**src/rtl/pf_pkg.sv**
```systemverilog
package pf_pkg;

    // Coarse pixel counts of the three pattern registers
    localparam int A_PIX  = 4;
    localparam int BC_PIX = 8;

    typedef enum logic [2:0] {
        ST_BLANK = 3'd0,
        ST_LA    = 3'd1,
        ST_LB    = 3'd2,
        ST_LC    = 3'd3,
        ST_R1    = 3'd4,
        ST_R2    = 3'd5,
        ST_R3    = 3'd6
    } region_e;

endpackage

```
**src/rtl/pf_write_pipe.sv**
```systemverilog
module pf_write_pipe #(
    parameter int LAT  = 2,
    parameter int DW   = 8,
    parameter int NREG = 3
) (
    input  logic            clk,
    input  logic            rst_n,
    input  logic            adv,
    input  logic [NREG-1:0] wr_in,
    input  logic [DW-1:0]   d_in,
    output logic [NREG-1:0] wr_out,
    output logic [DW-1:0]   d_out
);

    // LAT-1 stages in front of the register update give a total of LAT clocks
    localparam int NSTG = (LAT > 1) ? LAT - 1 : 1;

    generate
        if (LAT > 1) begin : g_pipe
            logic [NREG-1:0] stg_wr [NSTG];
            logic [DW-1:0]   stg_d  [NSTG];

            always_ff @(posedge clk or negedge rst_n) begin
                if (!rst_n) begin
                    for (int i = 0; i < NSTG; i++) begin
                        stg_wr[i] <= '0;
                        stg_d[i]  <= '0;
                    end
                end else if (adv) begin
                    stg_wr[0] <= wr_in;
                    stg_d[0]  <= d_in;
                    for (int i = 1; i < NSTG; i++) begin
                        stg_wr[i] <= stg_wr[i-1];
                        stg_d[i]  <= stg_d[i-1];
                    end
                end
            end

            assign wr_out = stg_wr[NSTG-1];
            assign d_out  = stg_d[NSTG-1];
        end else begin : g_direct
            assign wr_out = wr_in;
            assign d_out  = d_in;
        end
    endgenerate

endmodule

```
**src/rtl/pf_pattern_regs.sv**
```systemverilog
module pf_pattern_regs #(
    parameter int AW = 4,
    parameter int BW = 8
) (
    input  logic          clk,
    input  logic          rst_n,
    input  logic          adv,
    input  logic [2:0]    wr,
    input  logic [BW-1:0] d,
    output logic [AW-1:0] reg_a,
    output logic [BW-1:0] reg_b,
    output logic [BW-1:0] reg_c
);

    always_ff @(posedge clk or negedge rst_n) begin
        if (!rst_n) begin
            reg_a <= '0;
            reg_b <= '0;
            reg_c <= '0;
        end else if (adv) begin
            if (wr[0]) reg_a <= d[BW-1 -: AW];
            if (wr[1]) reg_b <= d;
            if (wr[2]) reg_c <= d;
        end
    end

endmodule

```
**src/rtl/pf_region_fsm.sv**
```systemverilog
module pf_region_fsm
    import pf_pkg::*;
#(
    parameter int PIX_CLKS   = 4,
    parameter int BLANK_CLKS = 68,
    parameter int LINE_CLKS  = 228,
    parameter int POS_W      = 8,
    parameter int SEG_W      = 5
) (
    input  logic             clk,
    input  logic             rst_n,
    input  logic             adv,
    input  logic             line_start,
    input  logic             mode_in,
    output region_e          region,
    output logic [SEG_W-1:0] seg_cnt,
    output logic             mirror
);

    localparam int A_LEN  = A_PIX * PIX_CLKS;
    localparam int BC_LEN = BC_PIX * PIX_CLKS;

    localparam logic [SEG_W-1:0] A_LAST  = SEG_W'(A_LEN - 1);
    localparam logic [SEG_W-1:0] BC_LAST = SEG_W'(BC_LEN - 1);
    localparam logic [POS_W-1:0] POS_END = POS_W'(LINE_CLKS - 1);
    localparam logic [POS_W-1:0] BLK_END = POS_W'(BLANK_CLKS - 1);

    region_e          st_q, st_nx;
    logic [SEG_W-1:0] cnt_q, cnt_nx;
    logic [POS_W-1:0] pos_q, pos_nx;
    logic             mir_q, mir_nx;
    logic [SEG_W-1:0] r1_last, r3_last;

    assign r1_last = mir_q ? BC_LAST : A_LAST;
    assign r3_last = mir_q ? A_LAST  : BC_LAST;

    // Next-state logic
    always_comb begin
        st_nx  = st_q;
        cnt_nx = cnt_q + 1'b1;
        mir_nx = mir_q;
        pos_nx = (pos_q == POS_END) ? '0 : pos_q + 1'b1;
        unique case (st_q)
            ST_BLANK: begin
                cnt_nx = '0;
                if (pos_q == BLK_END) st_nx = ST_LA;
            end
            ST_LA: begin
                if (cnt_q == A_LAST) begin
                    st_nx  = ST_LB;
                    cnt_nx = '0;
                end
            end
            ST_LB: begin
                if (cnt_q == BC_LAST) begin
                    st_nx  = ST_LC;
                    cnt_nx = '0;
                end
            end
            ST_LC: begin
                if (cnt_q == BC_LAST) begin
                    st_nx  = ST_R1;
                    cnt_nx = '0;
                    mir_nx = mode_in;
                end
            end
            ST_R1: begin
                if (cnt_q == r1_last) begin
                    st_nx  = ST_R2;
                    cnt_nx = '0;
                end
            end
            ST_R2: begin
                if (cnt_q == BC_LAST) begin
                    st_nx  = ST_R3;
                    cnt_nx = '0;
                end
            end
            ST_R3: begin
                if (cnt_q == r3_last) begin
                    st_nx  = ST_BLANK;
                    cnt_nx = '0;
                end
            end
            default: begin
                st_nx  = ST_BLANK;
                cnt_nx = '0;
            end
        endcase
        if (line_start) begin
            st_nx  = ST_BLANK;
            cnt_nx = '0;
            pos_nx = '0;
        end
    end

    // State register
    always_ff @(posedge clk or negedge rst_n) begin
        if (!rst_n) begin
            st_q  <= ST_BLANK;
            cnt_q <= '0;
            pos_q <= '0;
            mir_q <= 1'b0;
        end else if (adv) begin
            st_q  <= st_nx;
            cnt_q <= cnt_nx;
            pos_q <= pos_nx;
            mir_q <= mir_nx;
        end
    end

    assign region  = st_q;
    assign seg_cnt = cnt_q;
    assign mirror  = mir_q;

endmodule

```
**src/rtl/pf_pixel_mux.sv**
```systemverilog
module pf_pixel_mux
    import pf_pkg::*;
#(
    parameter int PIX_CLKS = 4,
    parameter int SEG_W    = 5
) (
    input  region_e          region,
    input  logic [SEG_W-1:0] seg_cnt,
    input  logic             mirror,
    input  logic [3:0]       reg_a,
    input  logic [7:0]       reg_b,
    input  logic [7:0]       reg_c,
    output logic             pixel,
    output logic             blank
);

    logic [2:0] idx;
    logic [2:0] ridx;

    assign idx  = 3'(seg_cnt / SEG_W'(PIX_CLKS));
    assign ridx = ~idx;

    // Output process: source and bit direction per region
    always_comb begin
        pixel = 1'b0;
        blank = 1'b0;
        unique case (region)
            ST_BLANK: blank = 1'b1;
            ST_LA:    pixel = reg_a[idx[1:0]];
            ST_LB:    pixel = reg_b[ridx];
            ST_LC:    pixel = reg_c[idx];
            ST_R1:    pixel = mirror ? reg_c[ridx] : reg_a[idx[1:0]];
            ST_R2:    pixel = mirror ? reg_b[idx]  : reg_b[ridx];
            ST_R3:    pixel = mirror ? reg_a[ridx[1:0]] : reg_c[idx];
            default:  blank = 1'b1;
        endcase
    end

endmodule

```
**src/rtl/pf_pixel_gen.sv**
```systemverilog
module pf_pixel_gen
    import pf_pkg::*;
#(
    parameter int WR_LAT     = 2,
    parameter int PIX_CLKS   = 4,
    parameter int BLANK_CLKS = 68
) (
    input  logic       clk,
    input  logic       rst_n,
    input  logic       cc_en,
    input  logic       line_start,
    input  logic [2:0] reg_wr,
    input  logic [7:0] wr_data,
    input  logic       reflect,
    output logic       pf_pixel,
    output logic       hblank
);

    localparam int LINE_CLKS = BLANK_CLKS + 2 * PIX_CLKS * (A_PIX + 2 * BC_PIX);
    localparam int POS_W     = $clog2(LINE_CLKS);
    localparam int SEG_W     = $clog2(BC_PIX * PIX_CLKS);

    logic [2:0]       dly_wr;
    logic [7:0]       dly_d;
    logic [3:0]       reg_a;
    logic [7:0]       reg_b;
    logic [7:0]       reg_c;
    region_e          region;
    logic [SEG_W-1:0] seg_cnt;
    logic             mirror;

    pf_write_pipe #(
        .LAT  (WR_LAT),
        .DW   (8),
        .NREG (3)
    ) u_pipe (
        .clk    (clk),
        .rst_n  (rst_n),
        .adv    (cc_en),
        .wr_in  (reg_wr),
        .d_in   (wr_data),
        .wr_out (dly_wr),
        .d_out  (dly_d)
    );

    pf_pattern_regs #(
        .AW (4),
        .BW (8)
    ) u_regs (
        .clk   (clk),
        .rst_n (rst_n),
        .adv   (cc_en),
        .wr    (dly_wr),
        .d     (dly_d),
        .reg_a (reg_a),
        .reg_b (reg_b),
        .reg_c (reg_c)
    );

    pf_region_fsm #(
        .PIX_CLKS   (PIX_CLKS),
        .BLANK_CLKS (BLANK_CLKS),
        .LINE_CLKS  (LINE_CLKS),
        .POS_W      (POS_W),
        .SEG_W      (SEG_W)
    ) u_fsm (
        .clk        (clk),
        .rst_n      (rst_n),
        .adv        (cc_en),
        .line_start (line_start),
        .mode_in    (reflect),
        .region     (region),
        .seg_cnt    (seg_cnt),
        .mirror     (mirror)
    );

    pf_pixel_mux #(
        .PIX_CLKS (PIX_CLKS),
        .SEG_W    (SEG_W)
    ) u_mux (
        .region  (region),
        .seg_cnt (seg_cnt),
        .mirror  (mirror),
        .reg_a   (reg_a),
        .reg_b   (reg_b),
        .reg_c   (reg_c),
        .pixel   (pf_pixel),
        .blank   (hblank)
    );

endmodule

```
**config.mk**
```make
export PLATFORM = sky130hd
export DESIGN_NAME = pf_pixel_gen
export DESIGN_NICKNAME = d
export VERILOG_FILES = /design/src/rtl/pf_pkg.sv /design/src/rtl/pf_write_pipe.sv /design/src/rtl/pf_pattern_regs.sv /design/src/rtl/pf_region_fsm.sv /design/src/rtl/pf_pixel_mux.sv /design/src/rtl/pf_pixel_gen.sv
export SDC_FILE = /design/constraint.sdc
export NUM_CORES = 1
export LEC_CHECK = 0
export BUFFER_PORTS_ARGS = -buffer_cell sky130_fd_sc_hd__buf_2
export CORE_MARGIN = 1
export CORE_UTILIZATION = 60
export DETAILED_ROUTE_END_ITERATION = 8
export GPL_TIMING_DRIVEN = 1
export HOLD_SLACK_MARGIN = 0.12
export PLACE_DENSITY = 0.89
export SYNTH_ARGS = -nofsm -noshare
export SYNTH_HDL_FRONTEND = slang
export SYNTH_HIERARCHICAL = 1
export SYNTH_SLANG_ARGS = --single-unit
```
**constraint.sdc**
```tcl
create_clock -name clk -period 2.7 [get_ports clk]
set_input_delay 0.54 -clock clk [delete_from_list [all_inputs] [get_ports clk]]
set_output_delay 0.54 -clock clk [all_outputs]
set_load 0.1 [all_outputs]
```
==> results of run 1 <==
placed cells by master (no fill, tap or decap), types with 5 or more instances in the layout:
cell,count
buf_2,16
buf_4,11
clkbuf_8,5
dfrtp_1,47
ha_1,5
inv_1,9
mux2_2,27
mux2_4,10
mux4_2,9
nand2_1,12
nand2b_1,5
nand3_1,8
nor2_1,11
nor2b_1,5
o21ai_0,6
state kept, by name, indices dropped and copies added, names as in the netlist:
signal and cells:
u_fsm/pos_q 8, u_pipe/d_out 8, u_regs/reg_b 8, u_regs/reg_c 8
u_fsm/seg_cnt 5, u_regs/reg_a 4, u_fsm/region 3, u_pipe/wr_out 3
u_fsm/mirror 1
layout make-up:
type	instances	area (µm²)	area share, %
inverters	9	33.8	1.10
flip-flops and latches	48	1200	39.2
clock inverters	2	60.1	1.96
well taps	52	65.1	2.12
multi-input cells	151	1450	47.4
repair buffers	28	183	5.96
clock buffers	5	68.8	2.24
per-layer routing:
metal  GRT usage, %  part of all wire (%)  vias to the layer above
met4           6.12                   1.4                        0
met2           41.1                    50                       47
met3           5.09                   3.8                        9
met5              0                     0                        -
met1           34.1                    45                      923
li1               -                     -                      847
critical path: cells and delay by family (launching register included):
| family | cells | cell delay (ps) |
|---|---|---|
| AO/OA/AOI/OAI | 2 | 470 |
| buffers and inverters | 1 | 190 |
| flip-flops | 1 | 410 |
| multiplexers | 2 | 1050 |
cell families (layout without fill, tap and decap cells):
group | after synthesis | count (layout) | share of synthesized area [%]
buf+inv | 17 | 44 | 3.61
flops | 48 | 48 | 43.9
simple gates | 60 | 60 | 11.8
mux | 52 | 52 | 27.7
xor+xnor | 7 | 7 | 2.79
fa+ha+maj | 5 | 5 | 2.29
compound gates | 27 | 27 | 8.00
how the worst min path moves through the flow:
stage / start / to / slack (ps) / depth (start not counted)
final: rst_n / u_fsm/region[1] / 220 / 1
after floorplan: rst_n / u_fsm/mirror / 240 / 0
after detailed placement: u_pipe/wr_out[0] / u_pipe/wr_out[0] / 510 / 1
after global routing: rst_n / u_fsm/region[1] / 270 / 1
after CTS: rst_n / u_fsm/region[1] / 240 / 1
after global placement: u_pipe/wr_out[0] / u_pipe/wr_out[0] / 490 / 1
power breakdown:
group	internal (mW)	leakage (nW)	switching (mW)
Sequential	0.837	0.595	0.138
Combinational	0.415	0.662	0.469
Clock	0.364	0.0642	0.229
Total	1.62	1.32	0.836
metrics by stage:
stage / utilization (%) / setup WS [ps]
after floorplan: - / 11.0
after global placement: 66.3 / -0.436
after detailed placement: 66.3 / -26.9
after CTS: 69.6 / -275
after global routing: 69.9 / -321
final: 69.9 / -252
timing repair:
item	in CTS	in global routing
setup endpoints to repair	1	1
setup buffers	0	2
resized for setup	4	0
pin swaps	2	1
hold endpoints to repair	0	0
==> reports/qor.yml, run 1 <==
start_util_pct: 62.4
route.vias.total: 1826
min_period_ps: 2950
cts.sinks: 48
r2r_slack_ps: 460
syn-num-nets: 237
cpMostUsedCell: "mux4_2"
power_density_nw_per_um2: 800
clk_latency_ps: 300
design_area_um2: 3070
yosysWarnings: 6
setup_tns_ps: -252
max_freq_ghz: 0.339
clockBufferDepth: 2
syn_avg_cell_area_um2: 12.7
dr.pass1.iters: 4
vias_per_cell: 6.19
slew_viol_final: 0
syn2layout_area_growth_pct: 12.0
ys_ff_latch: 48
grt_max_degree: 26
yosysTopAreaCell: "dfrtp_1"
synth_edf_count: 0
ant_nets: 0
crit_end: "pf_pixel"
htree_levels: 2
grt_pass1_vias: 1875
numCtsBuffers: 5
ys_async_sr_fraction_pct: 100
grtUsageTotal_pct: 24.9
core_um2: 4380
wl_per_cell_um: 18.5
ys.flop_type: "dfrtp_1"
dpl_cell_area_um2: 2910
yosysMostFrequentCell: "dfrtp_1"
leakage_nw: 1.32
rows: 24
syn_area_um2: 2740
critPathLaunch: "u_fsm/seg_cnt[4]"
cpMaxStageDelayCell: "mux4_2"
slew_headroom_pct: 61.9
holdBufCountCts: 0
dp_cells: 286
holdWs_ps: 224
portBuffers: 17
critical_path.max_stage_delay_ps: 540
die_area_um2: 4840
worst-slew-pin-transition_ps: 571
crit_path_end_kind: "output pin"
yosysTopAreaCellShare_pct: 43.9
grt_pass1_wl_mm: 9.38
drive_gt1_share_pct: 37.4
synthCells: 216
synth_seq_area_share_pct: 43.9
peakVddDrop_v: 0.000469
fin_nets: 264
final_cells: 295
r2r_start: "u_fsm/seg_cnt[3]"
crit_required_ps: 2160
arrival_ps: 2410
io-pin-count: 18
antenna_found_initial: 0
diodes: 0
drc: 0
clockRootBuffer: "clkbuf_8"
setup_viol: 1
reg2reg_to: "u_fsm/seg_cnt[0]"
cap_violations: 0
drtIter0Drc: 76
ys_types: 47
routabilityCongestion: 0.816
netlist_top_cells_area: "dfrtp_1 (44%), mux2_2 (11%), mux4_2 (5.8%)"
die_h_um: 69.5
cp-start-kind: "flop"
cts_tree: "done"
timing.final.crit_share_pct: 109
die_w_um: 69.5
hold_viol_final: 0
worstRegToRegCells: 9
violations: "setup timing"
post-dp-hpwl_mm: 3.92
nFillCells: 289
clkTransAtPathRegs_ps: 90
cp_cell_sequence: "mux4_2, mux4_2, a221oi_4, o221ai_4, buf_12"
p_total_mw: 2.45
synth_common_cells: "dfrtp_1 (48), mux2_2 (27), nand2_1 (12)"
grt_setup_unrepaired: "yes"
postRouteWirelength_mm: 5.46
overflow: 0
fin_ws_ps: -252
path_max_fanout: 3
worstSetupPathType: "reg2out"
outcome: "finished, violations left"
final.setup_skew_ps: 9.86
hp-class: "in2async"
Power figures use the tool's default switching activity.
==> run 2: changes to the inputs <==
==> constraint.sdc (replaced) <==
create_clock -name clk -period 2.81 [get_ports clk]
set_input_delay 0.562 -clock clk [delete_from_list [all_inputs] [get_ports clk]]
set_output_delay 0.562 -clock clk [all_outputs]
set_load 0.1 [all_outputs]
==> reports/qor.yml, run 2 (same netlist as run 1, synthesis figures left out) <==
outcome: "finished, violations left"
violations: "setup timing"
antenna_found_initial: 0  # unchanged
die_h_um: 69.5  # unchanged
cp-start-kind: "flop"
ant_nets: 0  # unchanged
design_area_um2: 3050  # -0.49%
worstRegToRegCells: 9  # unchanged
cts_tree: "done"
hold_viol_final: 0  # unchanged
nFillCells: 293  # +1.4%
fin_ws_ps: -159  # +92.5 ps
seqCellArea_um2: 1200  # +0.10%
diodes: 0  # unchanged
postRouteWirelength_mm: 5.48  # +0.38%
r2r_start: "u_fsm/seg_cnt[3]"
cap_violations: 0  # unchanged
peakVddDrop_v: 0.000422  # -10%
setup_tns_ps: -159  # +92.5 ps
route.vias.total: 1853  # +1.5%
layout_commonest_cell: "dfrtp_1"
timing.final.crit_share_pct: 106
min_period_ps: 2970
hp-class: "in2async"
start_util_pct: 62.4  # unchanged
slew_viol_final: 0  # unchanged
preCtsSetupSlack_ps: 6.50  # +33.4 ps
final_cell_mix: "dfrtp_1 (46), mux2_2 (27), buf_2 (16), nand2_1 (12), nor2_1 (11)"
clockRootBuffer: "clkbuf_8"
clk_latency_ps: 310  # about the same
dr.pass1.iters: 4  # unchanged
drive_gt1_share_pct: 37.6  # +0.15 points
die_w_um: 69.5  # unchanged
clockBufferDepth: 2  # unchanged
post_cts_buffers: 0  # unchanged
holdWs_ps: 265  # +40.8 ps
setup_viol: 1  # unchanged
holdBufCountCts: 0  # unchanged
cts.sinks: 48  # unchanged
worstSetupPathType: "reg2out"
power_density_nw_per_um2: 753  # -5.9%
crit_required_ps: 2250  # +90 ps
r2r_slack_ps: 510  # +50 ps
htree_levels: 2  # unchanged
fin_nets: 262  # -0.76%
overflow: 0  # unchanged
drc: 0  # unchanged
wl_per_cell_um: 18.6  # +0.73%
grt_pass1_vias: 1786  # -4.7%
leakage_nw: 1.30  # -1.3%
grt_max_degree: 30  # +15%
rows: 24  # unchanged
path_max_fanout: 3  # unchanged
grt_setup_unrepaired: "yes"
drtIter0Drc: 123  # +62%
final.setup_skew_ps: 4.65  # -5.22 ps
utilization_pct: 69.6  # -0.34 points
portBuffers: 17  # unchanged
arrival_ps: 2410  # about the same
max_freq_ghz: 0.337
reg2reg_to: "u_fsm/seg_cnt[3]"
multi_input_area_um2: 1450  # unchanged
core_um2: 4380  # unchanged
post-dp-hpwl_mm: 3.77  # -4.0%
routabilityCongestion: 0.786  # -3.7%
numCtsBuffers: 5  # unchanged
io-pin-count: 18  # unchanged
dpl_cell_area_um2: 2920  # +0.30%
slew_headroom_pct: 56.8  # -5.1 points
grtUsageTotal_pct: 24.4  # -0.54 points
worst-slew-pin-transition_ps: 648  # +76.8 ps
vias_per_cell: 6.30  # +1.8%
syn2layout_area_growth_pct: 11.4
crit_path_end_kind: "output pin"
grt_pass1_wl_mm: 8.98  # -4.3%
clkTransAtPathRegs_ps: 90  # about the same
die_area_um2: 4840  # unchanged
run 2: area by class of cell:
cell class | instances | area share, %
well taps | 52 | 2.13
multi-input cells | 151 | 47.6
flip-flops and latches | 48 | 39.5
repair buffers | 26 | 5.91
clock inverters | 3 | 1.52
clock buffers | 5 | 2.26
inverters | 9 | 1.11
run 2: worst max-delay path, cell delays in order, from the launching register on:
cell,delay (ps)
dfrtp_2,410
mux4_2,510
mux4_2,510
a221oi_4,330
o221ai_4,140
buf_12,190
run 2: how the worst max path moves through the flow:
stage	startpoint	slack, ps	end	cells after the start
6_report	u_fsm/seg_cnt[4]	-160	pf_pixel	5
5_1_grt	u_fsm/seg_cnt[4]	-240	pf_pixel	5
4_1_cts	u_fsm/seg_cnt[4]	-170	pf_pixel	5
3_5_place_dp	u_fsm/seg_cnt[4]	6	pf_pixel	5
3_3_place_gp	u_fsm/seg_cnt[4]	20	pf_pixel	5
2_1_floorplan	u_fsm/seg_cnt[4]	30	pf_pixel	4
run 2: per-layer routing:
| metal | vias to the layer above | share of wire (%) | global-route usage (%) |
|---|---|---|---|
| met3 | 4 | 3.1 | 5.23 |
| li1 | 850 | - | - |
| met1 | 949 | 45 | 33.6 |
| met5 | - | 0 | 0 |
| met4 | 0 | 1.1 | 7.94 |
| met2 | 50 | 50 | 38.8 |
run 2: what timing repair did:
| action | CTS | global route |
|---|---|---|
| endpoints found under the setup margin | 1 | 1 |
| endpoints found under the hold margin | 0 | 0 |
| gates resized for setup | 8 | 0 |
| pin swaps | 2 | 0 |
run 2: metrics by stage:
step	power, mW	std cells
2_1_floorplan	1.55	216
3_3_place_gp	1.69	286
3_5_place_dp	1.72	286
4_1_cts	2.30	294
5_1_grt	2.40	294
6_report	2.30	294
run 2: power breakdown:
group | switching [mW] | total [mW] | internal (mW)
Clock | 0.249 | 0.517 | 0.268
Combinational | 0.447 | 0.843 | 0.396
Sequential | 0.133 | 0.937 | 0.804
